### src/rtl/tsq_pkg.sv
package tsq_pkg;
   typedef enum logic [1:0] {
      ST_IDLE   = 2'd0,
      ST_CHARGE = 2'd1,
      ST_EXTEND = 2'd2,
      ST_XFER   = 2'd3
   } tsq_state_e;
endpackage

### src/rtl/tsq_tick_gen.sv
module tsq_tick_gen #(
   parameter int PRE_W     = 4,
   parameter int EXT_DIV_W = 3,
   parameter bit HAS_EXT   = 1'b1
) (
   input  logic                 clk,
   input  logic                 rst_n,
   input  logic                 restart,
   input  logic [PRE_W-1:0]     div_exp,
   input  logic [EXT_DIV_W-1:0] ext_div,
   output logic                 ph_tick,
   output logic                 ext_tick
);
   localparam int PCNT_W = (1 << PRE_W) - 1;

   logic [PCNT_W-1:0] pcnt;
   logic [PCNT_W-1:0] pmask;

   // low K bits all ones marks the last clock of a phase period
   assign pmask   = ~({PCNT_W{1'b1}} << div_exp);
   assign ph_tick = (pcnt & pmask) == pmask;

   always_ff @(posedge clk or negedge rst_n) begin
      if (!rst_n)       pcnt <= '0;
      else if (restart) pcnt <= '0;
      else              pcnt <= pcnt + 1'b1;
   end

   generate
      if (HAS_EXT) begin : g_ext
         logic [EXT_DIV_W-1:0] ecnt;
         assign ext_tick = (ecnt == ext_div);
         always_ff @(posedge clk or negedge rst_n) begin
            if (!rst_n)                   ecnt <= '0;
            else if (restart || ext_tick) ecnt <= '0;
            else                          ecnt <= ecnt + 1'b1;
         end
      end else begin : g_no_ext
         assign ext_tick = 1'b0;
      end
   endgenerate
endmodule

### src/rtl/tsq_group_slot.sv
module tsq_group_slot #(
   parameter int CNT_W = 14
) (
   input  logic             clk,
   input  logic             rst_n,
   input  logic             clear,
   input  logic             enable,
   input  logic             eval,
   input  logic             hit,
   input  logic [CNT_W-1:0] cyc_num,
   output logic             done,
   output logic [CNT_W-1:0] count,
   output logic             finished
);
   // a disabled slot counts as finished so it never holds the sequence open
   assign finished = !enable || done || hit;

   always_ff @(posedge clk or negedge rst_n) begin
      if (!rst_n) begin
         done  <= 1'b0;
         count <= '0;
      end else if (clear) begin
         done  <= 1'b0;
         count <= '0;
      end else if (eval && enable && !done && hit) begin
         done  <= 1'b1;
         count <= cyc_num;
      end
   end
endmodule

### src/rtl/tsq_pin_map.sv
module tsq_pin_map
   import tsq_pkg::*;
#(
   parameter int NUM_GROUPS     = 6,
   parameter int PINS_PER_GROUP = 4,
   localparam int NPINS         = NUM_GROUPS * PINS_PER_GROUP
) (
   input  tsq_state_e            state,
   input  logic [NUM_GROUPS-1:0] grp_en,
   input  logic [NPINS-1:0]      chan,
   input  logic [NPINS-1:0]      samp,
   input  logic                  idle_float,
   output logic [NPINS-1:0]      charge,
   output logic [NPINS-1:0]      xfer,
   output logic [NPINS-1:0]      park
);
   logic in_charge, in_xfer, in_idle;
   assign in_charge = (state == ST_CHARGE) || (state == ST_EXTEND);
   assign in_xfer   = (state == ST_XFER);
   assign in_idle   = (state == ST_IDLE);

   generate
      for (genvar g = 0; g < NUM_GROUPS; g++) begin : g_grp
         for (genvar p = 0; p < PINS_PER_GROUP; p++) begin : g_pin
            localparam int IDX = g * PINS_PER_GROUP + p;
            assign charge[IDX] = in_charge && grp_en[g] && chan[IDX];
            assign xfer[IDX]   = in_xfer && grp_en[g] && (chan[IDX] || samp[IDX]);
            assign park[IDX]   = in_idle && !idle_float && (chan[IDX] || samp[IDX]);
         end
      end
   endgenerate
endmodule

### src/rtl/touch_acq_seq.sv
module touch_acq_seq
   import tsq_pkg::*;
#(
   parameter int NUM_GROUPS     = 6,
   parameter int PINS_PER_GROUP = 4,
   parameter int CNT_W          = 14,
   parameter int MIN_LOG        = 8,
   parameter int PRE_W          = 4,
   parameter int DUR_W          = 4,
   parameter int MAXSEL_W       = 3,
   parameter int EXT_DIV_W      = 3,
   parameter int EXT_LEN_W      = 7,
   parameter bit HAS_EXT        = 1'b1,
   localparam int NPINS         = NUM_GROUPS * PINS_PER_GROUP
) (
   input  logic                        clk,
   input  logic                        rst_n,
   input  logic                        start,
   input  logic [PRE_W-1:0]            cfg_div_exp,
   input  logic [DUR_W-1:0]            cfg_charge_len,
   input  logic [DUR_W-1:0]            cfg_xfer_len,
   input  logic [MAXSEL_W-1:0]         cfg_max_sel,
   input  logic                        cfg_ext_en,
   input  logic [EXT_DIV_W-1:0]        cfg_ext_div,
   input  logic [EXT_LEN_W-1:0]        cfg_ext_len,
   input  logic                        cfg_idle_float,
   input  logic [NUM_GROUPS-1:0]       cfg_grp_en,
   input  logic [NPINS-1:0]            cfg_chan_pins,
   input  logic [NPINS-1:0]            cfg_samp_pins,
   input  logic [NUM_GROUPS-1:0]       sample_in,
   output logic                        busy,
   output logic [NPINS-1:0]            pin_charge,
   output logic [NPINS-1:0]            pin_xfer,
   output logic [NPINS-1:0]            pin_park_low,
   output logic [NUM_GROUPS-1:0]       grp_done,
   output logic [NUM_GROUPS*CNT_W-1:0] grp_count,
   output logic                        seq_done,
   output logic                        max_err
);
   localparam int SEL_TOP = CNT_W - MIN_LOG;
   localparam int PH_W    = (EXT_LEN_W > DUR_W) ? EXT_LEN_W : DUR_W;

   generate
      if (SEL_TOP < 0) begin : g_bad_cnt
         $error("CNT_W must be at least MIN_LOG");
      end
      if (SEL_TOP >= (1 << MAXSEL_W)) begin : g_bad_sel
         $error("MAXSEL_W too narrow for the limit range");
      end
      if (PRE_W < 1 || PRE_W > 5) begin : g_bad_pre
         $error("PRE_W out of range");
      end
      if (NUM_GROUPS < 1 || PINS_PER_GROUP < 1) begin : g_bad_geom
         $error("group geometry must be non-empty");
      end
   endgenerate

   tsq_state_e state_q, state_d;
   logic [PH_W-1:0]       phase_q;
   logic [CNT_W-1:0]      cyc_q, cyc_next, max_q;
   logic [PRE_W-1:0]      kexp_q;
   logic [DUR_W-1:0]      clen_q, tlen_q;
   logic                  ext_en_q;
   logic [EXT_DIV_W-1:0]  ediv_q;
   logic [EXT_LEN_W-1:0]  elen_q;
   logic [NUM_GROUPS-1:0] en_q, fin_vec;
   logic [MAXSEL_W-1:0]   sel_c;
   logic start_acc, phase_end, step_en, eval, all_fin, at_max, ph_tick, ext_tick;
   logic seq_done_q, max_err_q;

   assign start_acc = start && (state_q == ST_IDLE);
   assign cyc_next  = cyc_q + 1'b1;
   assign eval      = (state_q == ST_XFER) && phase_end;
   assign all_fin   = &fin_vec;
   assign at_max    = (cyc_next == max_q);
   assign sel_c     = (cfg_max_sel > MAXSEL_W'(SEL_TOP)) ? MAXSEL_W'(SEL_TOP) : cfg_max_sel;

   tsq_tick_gen #(.PRE_W(PRE_W), .EXT_DIV_W(EXT_DIV_W), .HAS_EXT(HAS_EXT)) u_ticks (
      .clk(clk), .rst_n(rst_n), .restart(start_acc || phase_end),
      .div_exp(kexp_q), .ext_div(ediv_q), .ph_tick(ph_tick), .ext_tick(ext_tick)
   );

   always_comb begin
      phase_end = 1'b0;
      step_en   = 1'b0;
      unique case (state_q)
         ST_CHARGE: begin
            phase_end = ph_tick && (phase_q == PH_W'(clen_q));
            step_en   = ph_tick;
         end
         ST_EXTEND: begin
            phase_end = ext_tick && (phase_q == PH_W'(elen_q));
            step_en   = ext_tick;
         end
         ST_XFER: begin
            phase_end = ph_tick && (phase_q == PH_W'(tlen_q));
            step_en   = ph_tick;
         end
         default: ;
      endcase
   end

   always_comb begin
      state_d = state_q;
      unique case (state_q)
         ST_IDLE:   if (start_acc) state_d = ST_CHARGE;
         ST_CHARGE: if (phase_end) state_d = ext_en_q ? ST_EXTEND : ST_XFER;
         ST_EXTEND: if (phase_end) state_d = ST_XFER;
         ST_XFER:   if (phase_end) state_d = (all_fin || at_max) ? ST_IDLE : ST_CHARGE;
         default:   state_d = ST_IDLE;
      endcase
   end

   always_ff @(posedge clk or negedge rst_n) begin
      if (!rst_n) begin
         state_q    <= ST_IDLE;
         phase_q    <= '0;
         cyc_q      <= '0;
         seq_done_q <= 1'b0;
         max_err_q  <= 1'b0;
         kexp_q     <= '0;
         clen_q     <= '0;
         tlen_q     <= '0;
         ext_en_q   <= 1'b0;
         ediv_q     <= '0;
         elen_q     <= '0;
         max_q      <= '1;
         en_q       <= '0;
      end else begin
         state_q    <= state_d;
         seq_done_q <= eval && all_fin;
         max_err_q  <= eval && !all_fin && at_max;
         if (start_acc || phase_end) phase_q <= '0;
         else if (step_en)           phase_q <= phase_q + 1'b1;
         if (start_acc)  cyc_q <= '0;
         else if (eval)  cyc_q <= cyc_next;
         if (start_acc) begin
            kexp_q   <= cfg_div_exp;
            clen_q   <= cfg_charge_len;
            tlen_q   <= cfg_xfer_len;
            ext_en_q <= HAS_EXT && cfg_ext_en;
            ediv_q   <= cfg_ext_div;
            elen_q   <= cfg_ext_len;
            max_q    <= {CNT_W{1'b1}} >> (MAXSEL_W'(SEL_TOP) - sel_c);
            en_q     <= cfg_grp_en;
         end
      end
   end

   generate
      for (genvar g = 0; g < NUM_GROUPS; g++) begin : g_slot
         tsq_group_slot #(.CNT_W(CNT_W)) u_slot (
            .clk(clk), .rst_n(rst_n), .clear(start_acc), .enable(en_q[g]),
            .eval(eval), .hit(sample_in[g]), .cyc_num(cyc_next),
            .done(grp_done[g]), .count(grp_count[g*CNT_W +: CNT_W]),
            .finished(fin_vec[g])
         );
      end
   endgenerate

   tsq_pin_map #(.NUM_GROUPS(NUM_GROUPS), .PINS_PER_GROUP(PINS_PER_GROUP)) u_pins (
      .state(state_q), .grp_en(en_q), .chan(cfg_chan_pins), .samp(cfg_samp_pins),
      .idle_float(cfg_idle_float), .charge(pin_charge), .xfer(pin_xfer), .park(pin_park_low)
   );

   assign busy     = (state_q != ST_IDLE);
   assign seq_done = seq_done_q;
   assign max_err  = max_err_q;
endmodule

### config.mk
export PLATFORM = sky130hd
export DESIGN_NAME = touch_acq_seq
export DESIGN_NICKNAME = d
export VERILOG_FILES = /design/src/rtl/tsq_pkg.sv /design/src/rtl/tsq_tick_gen.sv /design/src/rtl/tsq_group_slot.sv /design/src/rtl/tsq_pin_map.sv /design/src/rtl/touch_acq_seq.sv
export SDC_FILE = /design/constraint.sdc
export NUM_CORES = 1
export LEC_CHECK = 0
export ABC_AREA = 1
export BUFFER_PORTS_ARGS = -buffer_cell sky130_fd_sc_hd__buf_2
export CORE_AREA = 2 2 129 131
export DETAILED_ROUTE_END_ITERATION = 10
export DIE_AREA = 0 0 131 133
export GPL_TIMING_DRIVEN = 0
export PLACE_DENSITY = 0.83
export SETUP_SLACK_MARGIN = 0.4
export SYNTH_ARGS = -nofsm -noshare
export SYNTH_HDL_FRONTEND = slang
export SYNTH_SLANG_ARGS = --single-unit
### constraint.sdc
create_clock -name clk -period 5.3 [get_ports clk]
set_input_delay 0.795 -clock clk [delete_from_list [all_inputs] [get_ports clk]]
set_output_delay 0.795 -clock clk [all_outputs]
set_load 0.05 [all_outputs]
After elaboration in Yosys (flattened, before gate mapping)
Index checks and enable logic that the tools add are counted.
Word-level totals
  register bits: 176
  output and inout bits: 165
  word-level logic and storage cells: 268
Operators by class
  $add $sub $neg: 5
  $lt $le $gt $ge: 1
  eq/ne operators: 13
  shift-type cells: 2
  mux-type cells: 40
  bitwise logic cells: 2
  reduce and logical (&&, ||, !) cells: 178
Operator list (count)
  14-bit 2-to-1 mux: 14
  1-bit logical AND: 111
  1-bit logical OR: 40
  2-bit nonzero test: 9
  15-bit by 1-bit adder with 15-bit output, second input constant: 1
  15-bit AND: 1
  15-bit == test: 1
  15-bit 2-to-1 mux: 1
  15-bit inverter: 1
  15-bit by 4-bit left shift with 15-bit output, first input constant: 1
  14-bit by 1-bit adder with 14-bit output, second input constant: 1
  14-bit == test: 1
  7-bit by 4-bit == test with 1-bit output: 2
  1-bit zero test: 14
  1-bit 2-to-1 mux: 14
  7-bit 2-to-1 mux: 2
  14-bit by 3-bit >> shifter with 14-bit output, first input constant: 1
  2-bit 2-to-1 mux: 4
  2-bit inequality test, second input constant: 4
  2-bit one-hot mux with 4 select lines: 1
  7-bit by 1-bit adder with 7-bit output, second input constant: 1
  7-bit == test: 1
  3-bit 2-to-1 mux: 2
  6-bit AND reduction: 1
  other kinds (11): 12

Longest topological paths before layout
  word-level depth: 12
  mapped depth: 17

Cells and area by module
A second synthesis with hierarchy kept.
Second synthesis, totals
  cell total of the unflattened synthesis: 1222
  area total of the unflattened synthesis: 9341.5 um^2
Modules (own cells, without submodules)
  tsq_group_slot: instances 6, cells an instance 72, area each 660.6 um^2
  touch_acq_seq: instances 1, cells an instance 489, area each 3623.5 um^2
  tsq_tick_gen: instances 1, cells an instance 161, area each 1128.6 um^2
  tsq_pin_map: instances 1, cells an instance 140, area each 625.6 um^2

Worst setup path before layout
No wires, ideal clock.
  kind: reg-to-output
  start point: register state_q[0]
  end point: output pin_park_low[0]
  arrival: 2311 ps
  data required time: 4505 ps
  path slack: 2194 ps
  stages on the path, launching flop included: 8
  buffers on the path: 2
  path through: dfrtp_1 inv_1 ha_1 inv_1 or2_2 clkbuf_1 clkbuf_1 a21oi_1
Between the ends
  longest elaborated chain between the ends: 3
RTL lines
  from (decl): RTL line touch_acq_seq.sv:58  | tsq_state_e state_q, state_d;
  from (signal assigned): RTL line touch_acq_seq.sv:130  | state_q <= state_d;
  2-bit zero test: RTL line tsq_pin_map.sv:20  | assign in_idle = (state == ST_IDLE);
  1-bit logical AND (2 in series): RTL line tsq_pin_map.sv:28  | assign park[IDX] = in_idle && !idle_float && (chan[IDX] || samp[IDX]);
  to (decl): RTL line touch_acq_seq.sv:34  | output logic [NPINS-1:0] pin_park_low,
No other way between the ends.

Worst setup path after layout
  start point: register state_q[0]
  end point: output pin_park_low[4]
Same word-level chain as after synthesis.

==> flow_summary.ini <==
[status]
outcome = complete, no violations

[sta]
drv_slew = 0
max_slew_margin_pct = 50.02
worst_slack_ns = 1.839
tns_ns = 0
finClkSkew_ns = 0.01124
timing.fmax_mhz = 289.0
tightest_slew_ns = 0.7498
rsz0062_at_grt = false
hold_viol = 0
period_share_pct = 65.30
setup_viol = 0
min_period_ns = 3.461

[finish]
layout_common_cells = nand2_1 (296), buf_2 (266), dfrtp_1 (162)
layout-drive-gt1-share_pct = 24.12
nets = 1487
area_delta_synth_final_pct = 25.26
fin_area_um2 = 10820
post-route-util_pct = 66.92
layout_commonest_cell = nand2_1

[hold_path]
hold_path.class = in2async

[logic_synthesis]
synth_edf_count = 0
netlist.area_leader.share_pct = 46.92
syn_area_per_cell_um2 = 7.783
yosys_most_used_dff = dfrtp_1
synth_seq_cells = 169
synth_area_um2 = 8640
synth_cell_types = 37
synth_area_leaders = dfrtp_1 (47%), nand2_1 (13%), nand3_1 (7.2%)
ys_seq_area_share_pct = 49.05
postSynthCellCount = 1110
synth_top_area_cell = dfrtp_1
async_flop_share_pct = 100.0
yosys_warnings = 0
syn_nets = 1213

[critical_path]
required_ns = 4.51
cp-start-kind = flip-flop
end_kind = primary output
crit_fanout = 10
critical_path_class = reg2out
worstPathArrival_ns = 2.67

[route]
route.detailed.drc = 0
drt_wl_total_um = 27010
first_iter_violations = 1000
vias = 8671
ant_nets = 0
viasPerCell = 5.356
dr.pass1.iters = 6
wire_per_inst_um = 16.68

[placed_design]
port_buffers = 254
hpwl_um = 19720
postPlaceCellArea_um2 = 10220
routabilityCongestion = 0.9304
dp_slack_ns = 2.303

[clocking]
cts_sinks = 169
cts_tree = done
clk_root_buffer_cell = clkbuf_16
post-cts-setup-buffers = 0
cts_hold_buf = 0
clkSlewWorstSetupHoldPaths_ns = 0.07
cts_made_buffers = 17
htreeDepth = 4
worstSkewPairLatency_ns = 0.44
cts_buffer_depth = 2
cts_resized = 0

[power_and_ir_drop]
ir_worst_vdd_mv = 0.4546
power_leakage_nw = 6.129
powerDensity_nw_per_um2 = 527.9

[floorplan]
start_util_pct = 53.42
coreArea_um2 = 16170
chipWidth_um = 131
num_rows = 47
num_io_pins = 255
dieArea_um2 = 17420
die_y_um = 133

[grt]
track_usage_pct = 31.22
first_global_vias = 8209
grt_pass1_wl_um = 41960
grt_antenna_before_repair = 0
overflow = 0
grt_max_degree = 118

[run]
drv_cap = 0
## cell families after synthesis
family,share of synthesized area (%)
AOI/OAI and AO/OA,9.558
adders and majority gates,1.883
DFF,49.05
and+or+nand+nor,28.27
xor gates and xnor gates,2.491
buffers and inverters,8.747
## worst max-delay path, cell delays in order, from the launching register on
cell and delay, ns:
dfrtp_1 0.42, inv_1 0.13, ha_1 0.21, inv_1 0.08, or2_2 0.27, clkbuf_1 0.17
clkbuf_1 0.27, a21oi_1 0.35, buf_2 0.33
## state kept, by name, summed over array words and instances, names as in the netlist
name	cells
cyc_q	14
tlen_q	4
seq_done	1
ext_en_q	1
clen_q	4
state_q	2
phase_q	7
max_err	1
g_slot.u_slot.done	6
elen_q	7
en_q	6
u_ticks.g_ext.ecnt	3
ediv_q	3
kexp_q	4
max_q	7
u_ticks.pcnt	15
g_slot.u_slot.count	84
## layout make-up
cell class / count / area (um2)
clock inverter: 14 / 153.9
fill: 1322 / 5350
tap: 220 / 275.3
antenna: 2 / 5.005
timing repair buffer: 255 / 1309
buffer: 48 / 241.5
multi-input combinational: 756 / 3646
sequential: 169 / 4238
clock buffer: 18 / 439.2
inverter: 137 / 514.2
## stage by stage
step / power, mW / hold WS, ns / instances
final: 5.713 / 0.2685 / 1619
after global routing: 6.022 / 0.3011 / 1617
after CTS: 5.694 / 0.2741 / 1617
after detailed placement: 4.420 / 0.4656 / 1585
after global placement: 4.362 / 0.4631 / 1584
after floorplan: 3.715 / 0.4436 / 1110
## layer usage
layer | up-vias | routed length [um] | part of all wire (%) | GRT usage, %
li1 | 4087 | - | - | -
met3 | 61 | 2317 | 8.6 | 8.087
met2 | 432 | 12600 | 47 | 46.40
met5 | - | 0 | 0 | 0
met1 | 4091 | 11300 | 42 | 44.04
met4 | 0 | 796 | 2.9 | 11.88
## where the power goes
group,total [mW],switching [mW],internal (mW)
combinational,2.58,1.93,0.648
clock,1.26,0.578,0.681
sequential,1.87,0.265,1.61
total,5.71,2.77,2.94
## final timing paths
check | from | to | slack [ns] | cells after the start
max | state_q[0]$_DFFE_PN0P_ | pin_park_low[4] | 1.84 | 8
min | rst_n | u_ticks.pcnt[14]$_DFF_PN0_ | 0.27 | 1
max reg2reg | state_q[0]$_DFFE_PN0P_ | g_slot[1].u_slot.count[6]$_DFFE_PN0P_ | 2.67 | 13
min reg2reg | u_ticks.g_ext.ecnt[0]$_DFF_PN0_ | u_ticks.g_ext.ecnt[0]$_DFF_PN0_ | 0.48 | 1
max in group asynchronous | rst_n | max_q[9]$_DFFE_PN1P_ | 4.16 | 2
min in group clk | u_ticks.g_ext.ecnt[0]$_DFF_PN0_ | u_ticks.g_ext.ecnt[0]$_DFF_PN0_ | 0.48 | 1
## cell usage after synthesis (2+ instances only)
| cell | instances |
|---|---|
| or2_2 | 2 |
| buf_4 | 6 |
| nor2_1 | 97 |
| nor3_1 | 10 |
| buf_1 | 9 |
| o21ai_0 | 64 |
| o21bai_1 | 2 |
| buf_2 | 13 |
| buf_6 | 3 |
| nand4_4 | 2 |
| nand4_1 | 7 |
| a21oi_1 | 64 |
| xor2_1 | 10 |
| nand2_4 | 3 |
| nand4_2 | 4 |
| nand3b_1 | 5 |
| nor4_1 | 2 |
| dfstp_2 | 7 |
| dfrtp_1 | 162 |
| inv_1 | 135 |
| nand3_1 | 124 |
| nand2_2 | 3 |
| ha_1 | 13 |
| o21ai_1 | 20 |
| o21ai_2 | 5 |
| clkbuf_1 | 17 |
| xnor2_1 | 12 |
| nand2_1 | 296 |
| nor3b_1 | 3 |
| o22ai_1 | 3 |
Power figures use the tool's default switching activity.
